## src/rtl/pvic_pkg.sv

```systemverilog
package pvic_pkg;
  localparam int VEC_W = 16;
  localparam int NSRC  = 5;

  // source index doubles as priority rank (higher index wins)
  typedef enum logic [2:0] {
    SRC_EXT = 3'd0,
    SRC_LO  = 3'd1,
    SRC_MID = 3'd2,
    SRC_HI  = 3'd3,
    SRC_NMI = 3'd4
  } src_e;

  function automatic logic [VEC_W-1:0] fixed_vec(input logic [NSRC-1:0] gnt);
    logic [VEC_W-1:0] v;
    v = '0;
    if (gnt[SRC_NMI])      v = VEC_W'(16'h0024);
    else if (gnt[SRC_HI])  v = VEC_W'(16'h003C);
    else if (gnt[SRC_MID]) v = VEC_W'(16'h0034);
    else if (gnt[SRC_LO])  v = VEC_W'(16'h002C);
    return v;
  endfunction
endpackage

```

## src/rtl/pvic_edge_latch.sv

```systemverilog
module pvic_edge_latch (
  input  logic clk,
  input  logic rst,
  input  logic sig_i,
  input  logic clr_i,
  output logic pend_o
);
  logic prev_q;

  always_ff @(posedge clk) begin
    if (rst) begin
      prev_q <= 1'b0;
      pend_o <= 1'b0;
    end else begin
      prev_q <= sig_i;
      if (clr_i)                pend_o <= 1'b0;
      else if (sig_i && !prev_q) pend_o <= 1'b1;
    end
  end


  edge_capture_chk: assert property (@(posedge clk) disable iff (rst)
    (sig_i && !prev_q && !clr_i) |=> pend_o);
endmodule

```

## src/rtl/pvic_prio_arb.sv

```systemverilog
module pvic_prio_arb #(
  parameter int N = 5
) (
  input  logic [N-1:0] req_i,
  output logic [N-1:0] gnt_o
);
  for (genvar i = 0; i < N; i++) begin : g_rank
    if (i == N-1) begin : g_top
      assign gnt_o[i] = req_i[i];
    end else begin : g_rest
      assign gnt_o[i] = req_i[i] & ~(|req_i[N-1:i+1]);
    end
  end
endmodule

```

## src/rtl/pvic_op_decode.sv

```systemverilog
module pvic_op_decode #(
  parameter int ADDR_W = 16
) (
  input  logic [7:0]        op_i,
  output logic              ok_o,
  output logic [ADDR_W-1:0] vec_o
);
  assign ok_o  = (op_i[7:6] == 2'b11) && (op_i[2:0] == 3'b111);
  assign vec_o = {{(ADDR_W-6){1'b0}}, op_i[5:3], 3'b000};
endmodule

```

## src/rtl/pvic_top.sv

```systemverilog
module pvic_top
  import pvic_pkg::*;
#(
  parameter int ADDR_W = VEC_W
) (
  input  logic              clk,
  input  logic              rst,
  input  logic              boundary_i,
  input  logic              nmi_i,
  input  logic              irq_hi_i,
  input  logic              irq_mid_i,
  input  logic              irq_lo_i,
  input  logic              ext_req_i,
  output logic              ext_ack_n_o,
  input  logic [7:0]        ext_op_i,
  input  logic              ien_set_i,
  input  logic              ien_clr_i,
  input  logic              cfg_we_i,
  input  logic [7:0]        cfg_wdata_i,
  input  logic              ser_in_i,
  output logic              ser_out_o,
  output logic [7:0]        stat_o,
  output logic              take_o,
  output logic [ADDR_W-1:0] vec_o
);
  logic             ien_q;
  logic [2:0]       mask_q;
  logic             ack_phase_q;
  logic             nmi_pend, hi_pend;
  logic             nmi_clr, hi_clr;
  logic [NSRC-1:0]  req, gnt;
  logic             eval, accept;
  logic             op_ok;
  logic [ADDR_W-1:0] op_vec, tab_vec;
  logic             unused_cfg_bit;

  assign unused_cfg_bit = cfg_wdata_i[5];

  assign eval   = boundary_i && !ack_phase_q;
  assign accept = eval && (|gnt);

  assign req[SRC_NMI] = nmi_pend & nmi_i;
  assign req[SRC_HI]  = hi_pend   & ~mask_q[2] & ien_q;
  assign req[SRC_MID] = irq_mid_i & ~mask_q[1] & ien_q;
  assign req[SRC_LO]  = irq_lo_i  & ~mask_q[0] & ien_q;
  assign req[SRC_EXT] = ext_req_i & ien_q;

  assign nmi_clr = eval && gnt[SRC_NMI];
  assign hi_clr  = (eval && gnt[SRC_HI]) || (cfg_we_i && cfg_wdata_i[4]);

  pvic_edge_latch u_nmi_latch (
    .clk(clk), .rst(rst), .sig_i(nmi_i), .clr_i(nmi_clr), .pend_o(nmi_pend)
  );

  pvic_edge_latch u_hi_latch (
    .clk(clk), .rst(rst), .sig_i(irq_hi_i), .clr_i(hi_clr), .pend_o(hi_pend)
  );

  pvic_prio_arb #(.N(NSRC)) u_arb (
    .req_i(req), .gnt_o(gnt)
  );

  pvic_op_decode #(.ADDR_W(ADDR_W)) u_dec (
    .op_i(ext_op_i), .ok_o(op_ok), .vec_o(op_vec)
  );

  assign tab_vec = ADDR_W'(fixed_vec(gnt));

  always_ff @(posedge clk) begin
    if (rst) begin
      ien_q       <= 1'b0;
      mask_q      <= 3'b111;
      ser_out_o   <= 1'b0;
      ack_phase_q <= 1'b0;
      ext_ack_n_o <= 1'b1;
      take_o      <= 1'b0;
      vec_o       <= '0;
      stat_o      <= 8'h07;
    end else begin
      take_o      <= 1'b0;
      ext_ack_n_o <= 1'b1;
      ack_phase_q <= 1'b0;

      if (ien_set_i)      ien_q <= 1'b1;
      else if (ien_clr_i) ien_q <= 1'b0;
      if (accept)         ien_q <= 1'b0;

      if (cfg_we_i && cfg_wdata_i[3]) mask_q    <= cfg_wdata_i[2:0];
      if (cfg_we_i && cfg_wdata_i[6]) ser_out_o <= cfg_wdata_i[7];

      if (ack_phase_q) begin
        if (op_ok) begin
          take_o <= 1'b1;
          vec_o  <= op_vec;
        end
      end else if (accept) begin
        if (gnt[SRC_EXT]) begin
          ack_phase_q <= 1'b1;
          ext_ack_n_o <= 1'b0;
        end else begin
          take_o <= 1'b1;
          vec_o  <= tab_vec;
        end
      end

      stat_o <= {ser_in_i, hi_pend, irq_mid_i, irq_lo_i, ien_q, mask_q};
    end
  end


  one_winner_chk: assert property (@(posedge clk) disable iff (rst)
    $onehot0(gnt));


  ack_excl_chk: assert property (@(posedge clk) disable iff (rst)
    !ext_ack_n_o |-> !take_o);


  ack_pulse_chk: assert property (@(posedge clk) disable iff (rst)
    !ext_ack_n_o |=> ext_ack_n_o);


  ien_drop_chk: assert property (@(posedge clk) disable iff (rst)
    $fell(ext_ack_n_o) |-> !ien_q);


  mask_gate_chk: assert property (@(posedge clk) disable iff (rst)
    (cfg_we_i && !cfg_wdata_i[3]) |=> $stable(mask_q));


  hi_clear_chk: assert property (@(posedge clk) disable iff (rst)
    (cfg_we_i && cfg_wdata_i[4]) |=> !hi_pend);


  nmi_level_chk: assert property (@(posedge clk) disable iff (rst)
    (take_o && vec_o == ADDR_W'(16'h0024)) |-> $past(nmi_i));


  take_origin_chk: assert property (@(posedge clk) disable iff (rst)
    take_o |-> ($past(boundary_i) || $past(ack_phase_q)));
endmodule

```

## config.mk

```make
export PLATFORM = sky130hd
export DESIGN_NAME = pvic_top
export DESIGN_NICKNAME = d
export VERILOG_FILES = /design/src/rtl/pvic_pkg.sv /design/src/rtl/pvic_edge_latch.sv /design/src/rtl/pvic_prio_arb.sv /design/src/rtl/pvic_op_decode.sv /design/src/rtl/pvic_top.sv
export SDC_FILE = /design/constraint.sdc
export NUM_CORES = 1
export LEC_CHECK = 0
export BUFFER_PORTS_ARGS = -buffer_cell sky130_fd_sc_hd__buf_2
export CAP_MARGIN = 10
export CORE_MARGIN = 4
export CORE_UTILIZATION = 47
export DETAILED_ROUTE_END_ITERATION = 16
export PLACE_DENSITY_LB_ADDON = 0.1
export SLEW_MARGIN = 30
export SYNTH_ARGS = -nofsm -noshare
export SYNTH_HDL_FRONTEND = slang
export SYNTH_SLANG_ARGS = --single-unit
```

## constraint.sdc

```tcl
create_clock -name clk -period 4.5 [get_ports clk]
set_clock_uncertainty 0.1 [all_clocks]
set_input_delay 0.9 -clock clk [delete_from_list [all_inputs] [get_ports clk]]
set_output_delay 0.9 -clock clk [all_outputs]
set_load 0.03 [all_outputs]
```

Word-level counts from Yosys, hierarchy flattened --
Cells that the tools add are included.
Word-level totals: bits in registers 36, input port bits 28, output and inout bits 27, word-level logic and storage cells 76
Cells by class: equality and inequality tests 4, mux-type cells 15, bitwise operators 20, reductions and logical operators 25
Operators by type and width (number):
- two-way mux 16 bit | 4
- two-way mux 6 bit | 4
- bitwise AND 1 bit | 12
- logical AND 1 bit | 10
- inverter 1 bit | 8
- OR reduction 2 bit | 4
- two-way mux 1 bit | 7
- OR reduction 3 bit | 2
- OR reduction 5 bit | 1
- nonzero test 2 bit | 2
- OR reduction 4 bit | 1
- == test 3 bit (second input constant) | 1
- zero test 1 bit | 3
- AND reduction 3 bit | 1
- == test 2 bit (second input constant) | 1
- != test 2 x 1 -> 1 bit (second input constant) | 1
- != test 2 bit (second input constant) | 1
- logical OR 1 bit | 1

Depth between registers and ports, before layout --
Gate-level depths: netlist of the first run.
depth in word-level cells 13, depth in mapped cells 6

By module --
Synthesis of the first run repeated with hierarchy kept, for this count alone.
Unflattened totals: cells, all modules 182, area total of the unflattened synthesis 1639.1 sq um
Modules (own cells, without submodules):
- pvic_top | instances 1, cells an instance 144, area an instance 1305.0 sq um
- pvic_edge_latch | instances 2, cells an instance 6, area an instance 71.3 sq um
- pvic_op_decode | instances 1, cells an instance 20, area an instance 136.4 sq um
- pvic_prio_arb | instances 1, cells an instance 6, area an instance 55.1 sq um

Worst setup path before layout of the first run --
No wires, ideal clock.
path kind input -> register, from input irq_mid_i, to register vec_o[5], library setup time 0.116 ns, arrival 2.048 ns, required time 4.284 ns, path slack 2.236 ns, cell stages on the path 5, path buffers 0, cell sequence nor2b_4 or4_4 o221ai_4 a2111oi_1 a31o_1
Between the ends: longest elaborated chain between the ends 12, elaborated cells on any way between the ends 21
RTL lines:
- from (decl) | RTL line pvic_top.sv:11 | input logic irq_mid_i,
- bitwise AND 1 bit (*) (2 in series) | RTL line pvic_top.sv:44 | assign req[SRC_MID] = irq_mid_i & ~mask_q[1] & ien_q;
- OR reduction 3 bit | RTL line pvic_prio_arb.sv:11 | assign gnt_o[i] = req_i[i] & ~(|req_i[N-1:i+1]);
- inverter 1 bit | RTL line pvic_prio_arb.sv:11
- bitwise AND 1 bit | RTL line pvic_prio_arb.sv:11
- two-way mux 6 bit | RTL line pvic_pkg.sv:20 | else if (gnt[SRC_LO]) v = VEC_W'(16'h002C);
- two-way mux 6 bit | RTL line pvic_pkg.sv:19 | else if (gnt[SRC_MID]) v = VEC_W'(16'h0034);
- two-way mux 6 bit | RTL line pvic_pkg.sv:18 | else if (gnt[SRC_HI]) v = VEC_W'(16'h003C);
- two-way mux 6 bit | RTL line pvic_pkg.sv:17 | if (gnt[SRC_NMI]) v = VEC_W'(16'h0024);
- two-way mux 16 bit | RTL line pvic_top.sv:97 | if (gnt[SRC_EXT]) begin
- two-way mux 16 bit | RTL line pvic_top.sv:96 | end else if (accept) begin
- two-way mux 16 bit | RTL line pvic_top.sv:91 | if (ack_phase_q) begin
- to (signal assigned) | RTL line pvic_top.sv:94 | vec_o <= op_vec;
- to (signal assigned) | RTL line pvic_top.sv:102 | vec_o <= tab_vec;
- to (decl) | RTL line pvic_top.sv:24 | output logic [ADDR_W-1:0] vec_o
Mark *: on every way between the ends. The rest lies on a longest branch, timed or not. The select of a mux whose other input is x is not followed. A chain may end at the register's enable or synchronous reset.

Worst setup path in the final report of the first run --
Same ends and word-level chain as after synthesis.

==> results.ini, run 1 <==
[sta]
final.period_utilization_pct=46.87
holdWs_ns=0.3587
drv_slew=0
rsz0062_at_grt=no
setup_slack_ns=2.391
setup_viol=0
max_freq_mhz=474.1
period_needed_ns=2.109
hold_viol_final=0
tns_ns=0

[worst_setup_path]
crit_path_max_incr_delay_ns=0.52
crit_path_max_fanout=7
critPathRequiredTime_ns=4.62
cp.arrival_ns=2.23
end_kind=register
cp_slowest_cell=or4_4
critical_path_buf_inv_count=1
critPathLaunchType=input port
path_delay_family=simple AND/OR/NAND/NOR gates
crit_chain=buf_2 -> nor2b_4 -> or4_4 -> o221ai_4 -> a2111oi_1 -> a31o_1
criticalPathCategory=input port to register

[clock_network]
cts_tree=built
cts_setup_buffers=0
clockBufferDepth=2
cts.sinks=24
root_buffer=clkbuf_4
clk_latency_ns=0.31
clkSlewWorstSetupHoldPaths_ns=0.13
cts_inserted_buffers=3
htree_levels=1
post_cts_resized=0
cts_hold_buf=0

[floorplan]
die_h_um=55.09
rows=16
start_util_pct=51.04
die_w_um=55.09
pin_count=55
die_area_um2=3035
core_um2=2042

[synthesis]
post-synth-top-area-fraction_pct=46.10
synthArstFlopShare_pct=0
ys_warn_count=0
synth_ff_type=dfxtp_1
synth_compound_area_share_pct=15.13
ys_top_cells_by_area=dfxtp_1, buf_4, nor2b_1, nand2_1, nand3_1
seq_area_frac_synth_pct=46.10
ys_ff_latch=24
netlist_instances=112
synth_top_family_by_area=simple AND/OR/NAND/NOR gates
synth-adder-area-share_pct=0
synthSimpleGateAreaFrac_pct=26.17
synth.area.mux_share_pct=0.9604
syn_area_um2=1042
yosys.area.top_type=dfxtp_1
synth_xor_area_share_pct=0
synth_edf_count=0
synth_cell_types=36
syn_avg_cell_area_um2=9.306

[global_routing]
grtUsageTotal_pct=14.16
grt_pass1_vias=752
grt_max_degree=21
antenna_found_initial=0
grt_remaining_overflow=0
grt_first_pass_wirelength_um=3084

[hold_path]
hold_class=register to register

[placed_design]
gp_congestion=0.7521
postPlaceCellArea_um2=1220
placed_cells=176
portBuffers=41
dp_slack_ns=2.029
dp_hpwl_um=1596

[run_status]
outcome=finished clean

[power]
switching_share_pct=28.31
vdd_ir_drop_max_uv=221.1
power.switching_uw=118.2
p_leak_nw=0.6014
power.internal_uw=299.4
share_seq_of_total_power_pct=54.9
clkPwrFrac_pct=26.9
power_density_nw_per_um2=332.4
pwr-share-comb_pct=18.2

[layout]
num_antenna_cells=0
syn_to_final_growth_pct=20.53
final_nets=182
final_common_cell=buf_2
final_cell_mix=buf_2, dfxtp_1, nand2_1, conb_1, nor2b_1
final_cells=180
fin_area_um2=1256
drive_above_1_share_pct=35.29

[route]
routed_wl_um=2072
viasPerCell=4.794
drcViolationCount=0
post_drt_wl_per_cell_um=11.51
drt-initial-drc-count=13
dr.pass1.iters=4
postRouteAntennaNets=0
vias=863

[flow_run]
drv_cap=0

==> logic make-up after synthesis <==
group,count (synthesis)
muxes,1
other,1
buffers and inverters,19
DFF,24
AOI/OAI and AO/OA,18
and+or+nand+nor,49
==> stage by stage <==
| step | utilization, % | total power, mW |
|---|---|---|
| after global routing | 61.52 | 0.4399 |
| after detailed placement | 59.74 | 0.3101 |
| after CTS | 61.52 | 0.4227 |
| after global placement | 59.74 | 0.3088 |
| after floorplan | - | 0.2949 |
| final | 61.52 | 0.4176 |
==> layer usage <==
metal | global-route usage [%] | wire (um) | up-vias
met5 | 0 | 0 | -
met1 | 17.02 | 914 | 382
li1 | - | - | 441
met3 | 3.485 | 182 | 5
met4 | 6.073 | 40 | 0
met2 | 23.82 | 935 | 35
==> area by class of cell <==
class / count / area [um^2]
tap: 27 / 33.78
clock buffer: 4 / 36.28
inverter: 4 / 15.01
fill: 201 / 785.8
multi-input combinational: 80 / 485.5
sequential: 24 / 480.5
timing repair buffer: 41 / 205.2
==> state kept, by name, summed over array words and instances, names as in the netlist <==
register / count
stat_o: 8
vec_o: 4
mask_q: 3
ack_phase_q: 1
ext_ack_n_o: 1
ien_q: 1
ser_out_o: 1
take_o: 1
u_hi_latch.pend_o: 1
u_hi_latch.prev_q: 1
u_nmi_latch.pend_o: 1
u_nmi_latch.prev_q: 1
==> worst paths after layout <==
path / start / to / slack, ns / cells past startpoint
min: ser_out_o / ser_out_o / 0.36 / 2
min reg2reg: ser_out_o / ser_out_o / 0.36 / 2
max reg2reg: ien_q / vec_o[5] / 2.70 / 5
max: irq_mid_i / vec_o[5] / 2.39 / 6
==> cell usage after synthesis (2+ instances only) <==
library cell   n
nand3_1        7
nand4_1        2
nand2_1       12
o21a_1         2
dfxtp_1       24
buf_4         12
inv_1          4
nor2b_1       11
a21oi_1        3
clkbuf_1       2
or2_2          3
nor2_1         6
==> worst reg2reg max path, stage by stage (launching register included) <==
cell and delay, ns:
dfxtp_1 0.51, nand2_1 0.10, or4_4 0.44, o221ai_4 0.27, a2111oi_1 0.10, a31o_1 0.20
==> power groups by stage <==
stage | logic (mW) | clock network [mW] | registers, mW
finish | 0.0760 | 0.112 | 0.229
global route | 0.0824 | 0.126 | 0.231
CTS | 0.0764 | 0.117 | 0.229
detailed placement | 0.0759 | 0 | 0.234
global placement | 0.0750 | 0 | 0.234
floorplan | 0.0508 | 0 | 0.244
Power figures use the tool's default switching activity.
==> run 2, diff against run 1 <==
--- a/config.mk
+++ b/config.mk
@@ -8,7 +8,7 @@
 export BUFFER_PORTS_ARGS = -buffer_cell sky130_fd_sc_hd__buf_2
 export CAP_MARGIN = 10
 export CORE_MARGIN = 4
-export CORE_UTILIZATION = 47
+export CORE_UTILIZATION = 39
 export DETAILED_ROUTE_END_ITERATION = 16
 export PLACE_DENSITY_LB_ADDON = 0.1
 export SLEW_MARGIN = 30
==> constraint.sdc (replaced) <==
create_clock -name clk -period 1.8 [get_ports clk]
set_clock_uncertainty 0.1 [all_clocks]
set_input_delay 0.36 -clock clk [delete_from_list [all_inputs] [get_ports clk]]
set_output_delay 0.36 -clock clk [all_outputs]
set_load 0.03 [all_outputs]
==> run 2 against run 1 <==
  * Die area rose by 17%
  * Count of clock-buffer cells in the layout is 1 lower
  * Combinational power grew to 2.7 times the previous value
  * Total power increased to 2.8 times the previous value
  * Sequential share of layout area decreased by 1.5 points
  * First-iteration DRC count decreased by 31%
  * Worst setup slack worse by 2.3 ns
  * Clock power rose to 3.5 times the previous value
  * Core utilization is 9.5 points lower
  * Hold slack got worse by 0.20 ns
  * Largest cell class unchanged
  * Highest routed layer unchanged
==> results.ini, run 2 (synthesized netlist as in run 1, its figures left out) <==
[route]
post_drt_wl_per_cell_um=11.73
routed_wl_um=2193
dr.pass1.iters=4
postRouteAntennaNets=0
drt-initial-drc-count=9
viasPerCell=4.674
vias=874
drcViolationCount=0

[worst_setup_path]
crit_path_max_incr_delay_ns=0.52
critPathRequiredTime_ns=1.92
r2r_cells=5
crit_path_max_fanout=6
critPathLaunchType=register
crit_chain=nor2b_4 -> or4_4 -> o221ai_4 -> a2111oi_1 -> a31o_1
cp_slowest_cell=or4_4
criticalPathCategory=register to register
end_kind=register
cp.arrival_ns=1.83
rrSetupSlack_ns=0.09
r2r-start=mask_q[1]
rr_endpoint=vec_o[5]

[sta]
tns_ns=0
final.period_utilization_pct=94.89
hold_viol_final=0
rsz0062_at_grt=no
period_needed_ns=1.708
holdWs_ns=0.1546
drv_slew=0
setup_slack_ns=0.09205
setup_viol=0
max_freq_mhz=585.5

[clock_network]
root_buffer=clkbuf_4
cts_hold_buf=0
cts.sinks=24
cts_tree=built
post_cts_resized=0
clockBufferDepth=2
clkSlewWorstSetupHoldPaths_ns=0.13
clk_latency_ns=0.31
cts_inserted_buffers=3
cts_setup_buffers=0
htree_levels=1

[hold_path]
min-delay-start=ser_in_i
holdPathEnd=stat_o[7]
hold_class=input port to register
hold_depth=2

[placed_design]
portBuffers=41
dp_slack_ns=-0.08442
gp_congestion=0.8172
dp_hpwl_um=1723

[floorplan]
die_w_um=59.70
start_util_pct=41.32
core_um2=2522
die_area_um2=3563
pin_count=55
die_h_um=59.70
rows=18

[layout]
num_antenna_cells=0
final_common_cell=buf_2
final_nets=186
drive_above_1_share_pct=37.58
largest_reg_flops=8
nFillCells=250
top_register=stat_o
syn_to_final_growth_pct=25.93
largestRegisters=stat_o: 8 flops, vec_o: 4 flops, mask_q: 3 flops
final_cell_mix=buf_2, dfxtp_1, nand2_1, conb_1, nor2b_1
fin_util_pct=52.03

[global_routing]
antenna_found_initial=0
grt_max_degree=21
grt_first_pass_wirelength_um=3236
grtUsageTotal_pct=11.98
grt_pass1_vias=754
grt_remaining_overflow=0

[power]
p_leak_nw=0.6293
vdd_ir_drop_max_uv=593.3
finalPower_mw=1.164
power_density_nw_per_um2=887.2

[run_status]
outcome=finished clean

[flow_run]
drv_cap=0

## run 2: cell count changes in the layout (fill, tap and decap cells not counted)
cell / change
buf_4: +4
bufinv_16: +1
clkbuf_8: -1
dfxtp_1: -1
dfxtp_2: +1
nor2b_2: -1
nor2b_4: +1
## run 2: layout make-up
class | instances | area [um^2] | share of cell area (%)
clock buffers | 3 | 22.52 | 1.716
flip-flops and latches | 24 | 481.7 | 36.70
multi-input cells | 80 | 490.5 | 37.37
clock inverters | 1 | 30.03 | 2.288
well taps | 30 | 37.54 | 2.860
repair buffers | 45 | 235.2 | 17.92
inverters | 4 | 15.01 | 1.144
## run 2: metal layers
metal,part of all wire [%],vias up,GRT usage (%)
li1,-,452,-
met1,46,395,14.30
met5,0,-,0
met4,0.82,0,5.696
met2,47,25,19.91
met3,6.9,2,3.024
## run 2: through the flow
step	std cells	instance area, um^2
2_1_floorplan	123	1084
3_3_place_gp	183	1254
3_5_place_dp	183	1254
4_1_cts	187	1306
5_1_grt	187	1313
6_report	187	1313
## run 2: worst max-delay path by stage
stage,start,to,slack (ns),cells after the start
final,mask_q[1],vec_o[5],0.09,5
after global routing,mask_q[1],vec_o[5],0.02,6
after CTS,u_hi_latch.pend_o,vec_o[5],0.03,5
after detailed placement,irq_mid_i,vec_o[5],-0.08,6
after global placement,irq_mid_i,vec_o[5],-0.08,6
after floorplan,irq_mid_i,vec_o[5],0.08,5
## run 2: power by group
part           internal [mW]  switching, mW  leakage [nW]  total [mW]
sequential             0.558         0.0147         0.198       0.573
combinational         0.0740          0.128         0.403       0.202
clock                  0.225          0.165        0.0279       0.390
total                  0.857          0.307         0.629        1.16
## run 2: worst max-delay path: cells and delay by family, from the launching register on
family / cells / cell delay, ns
flip-flops: 1 / 0.42
AO/OA/AOI/OAI: 3 / 0.53
AND/OR/NAND/NOR: 2 / 0.58
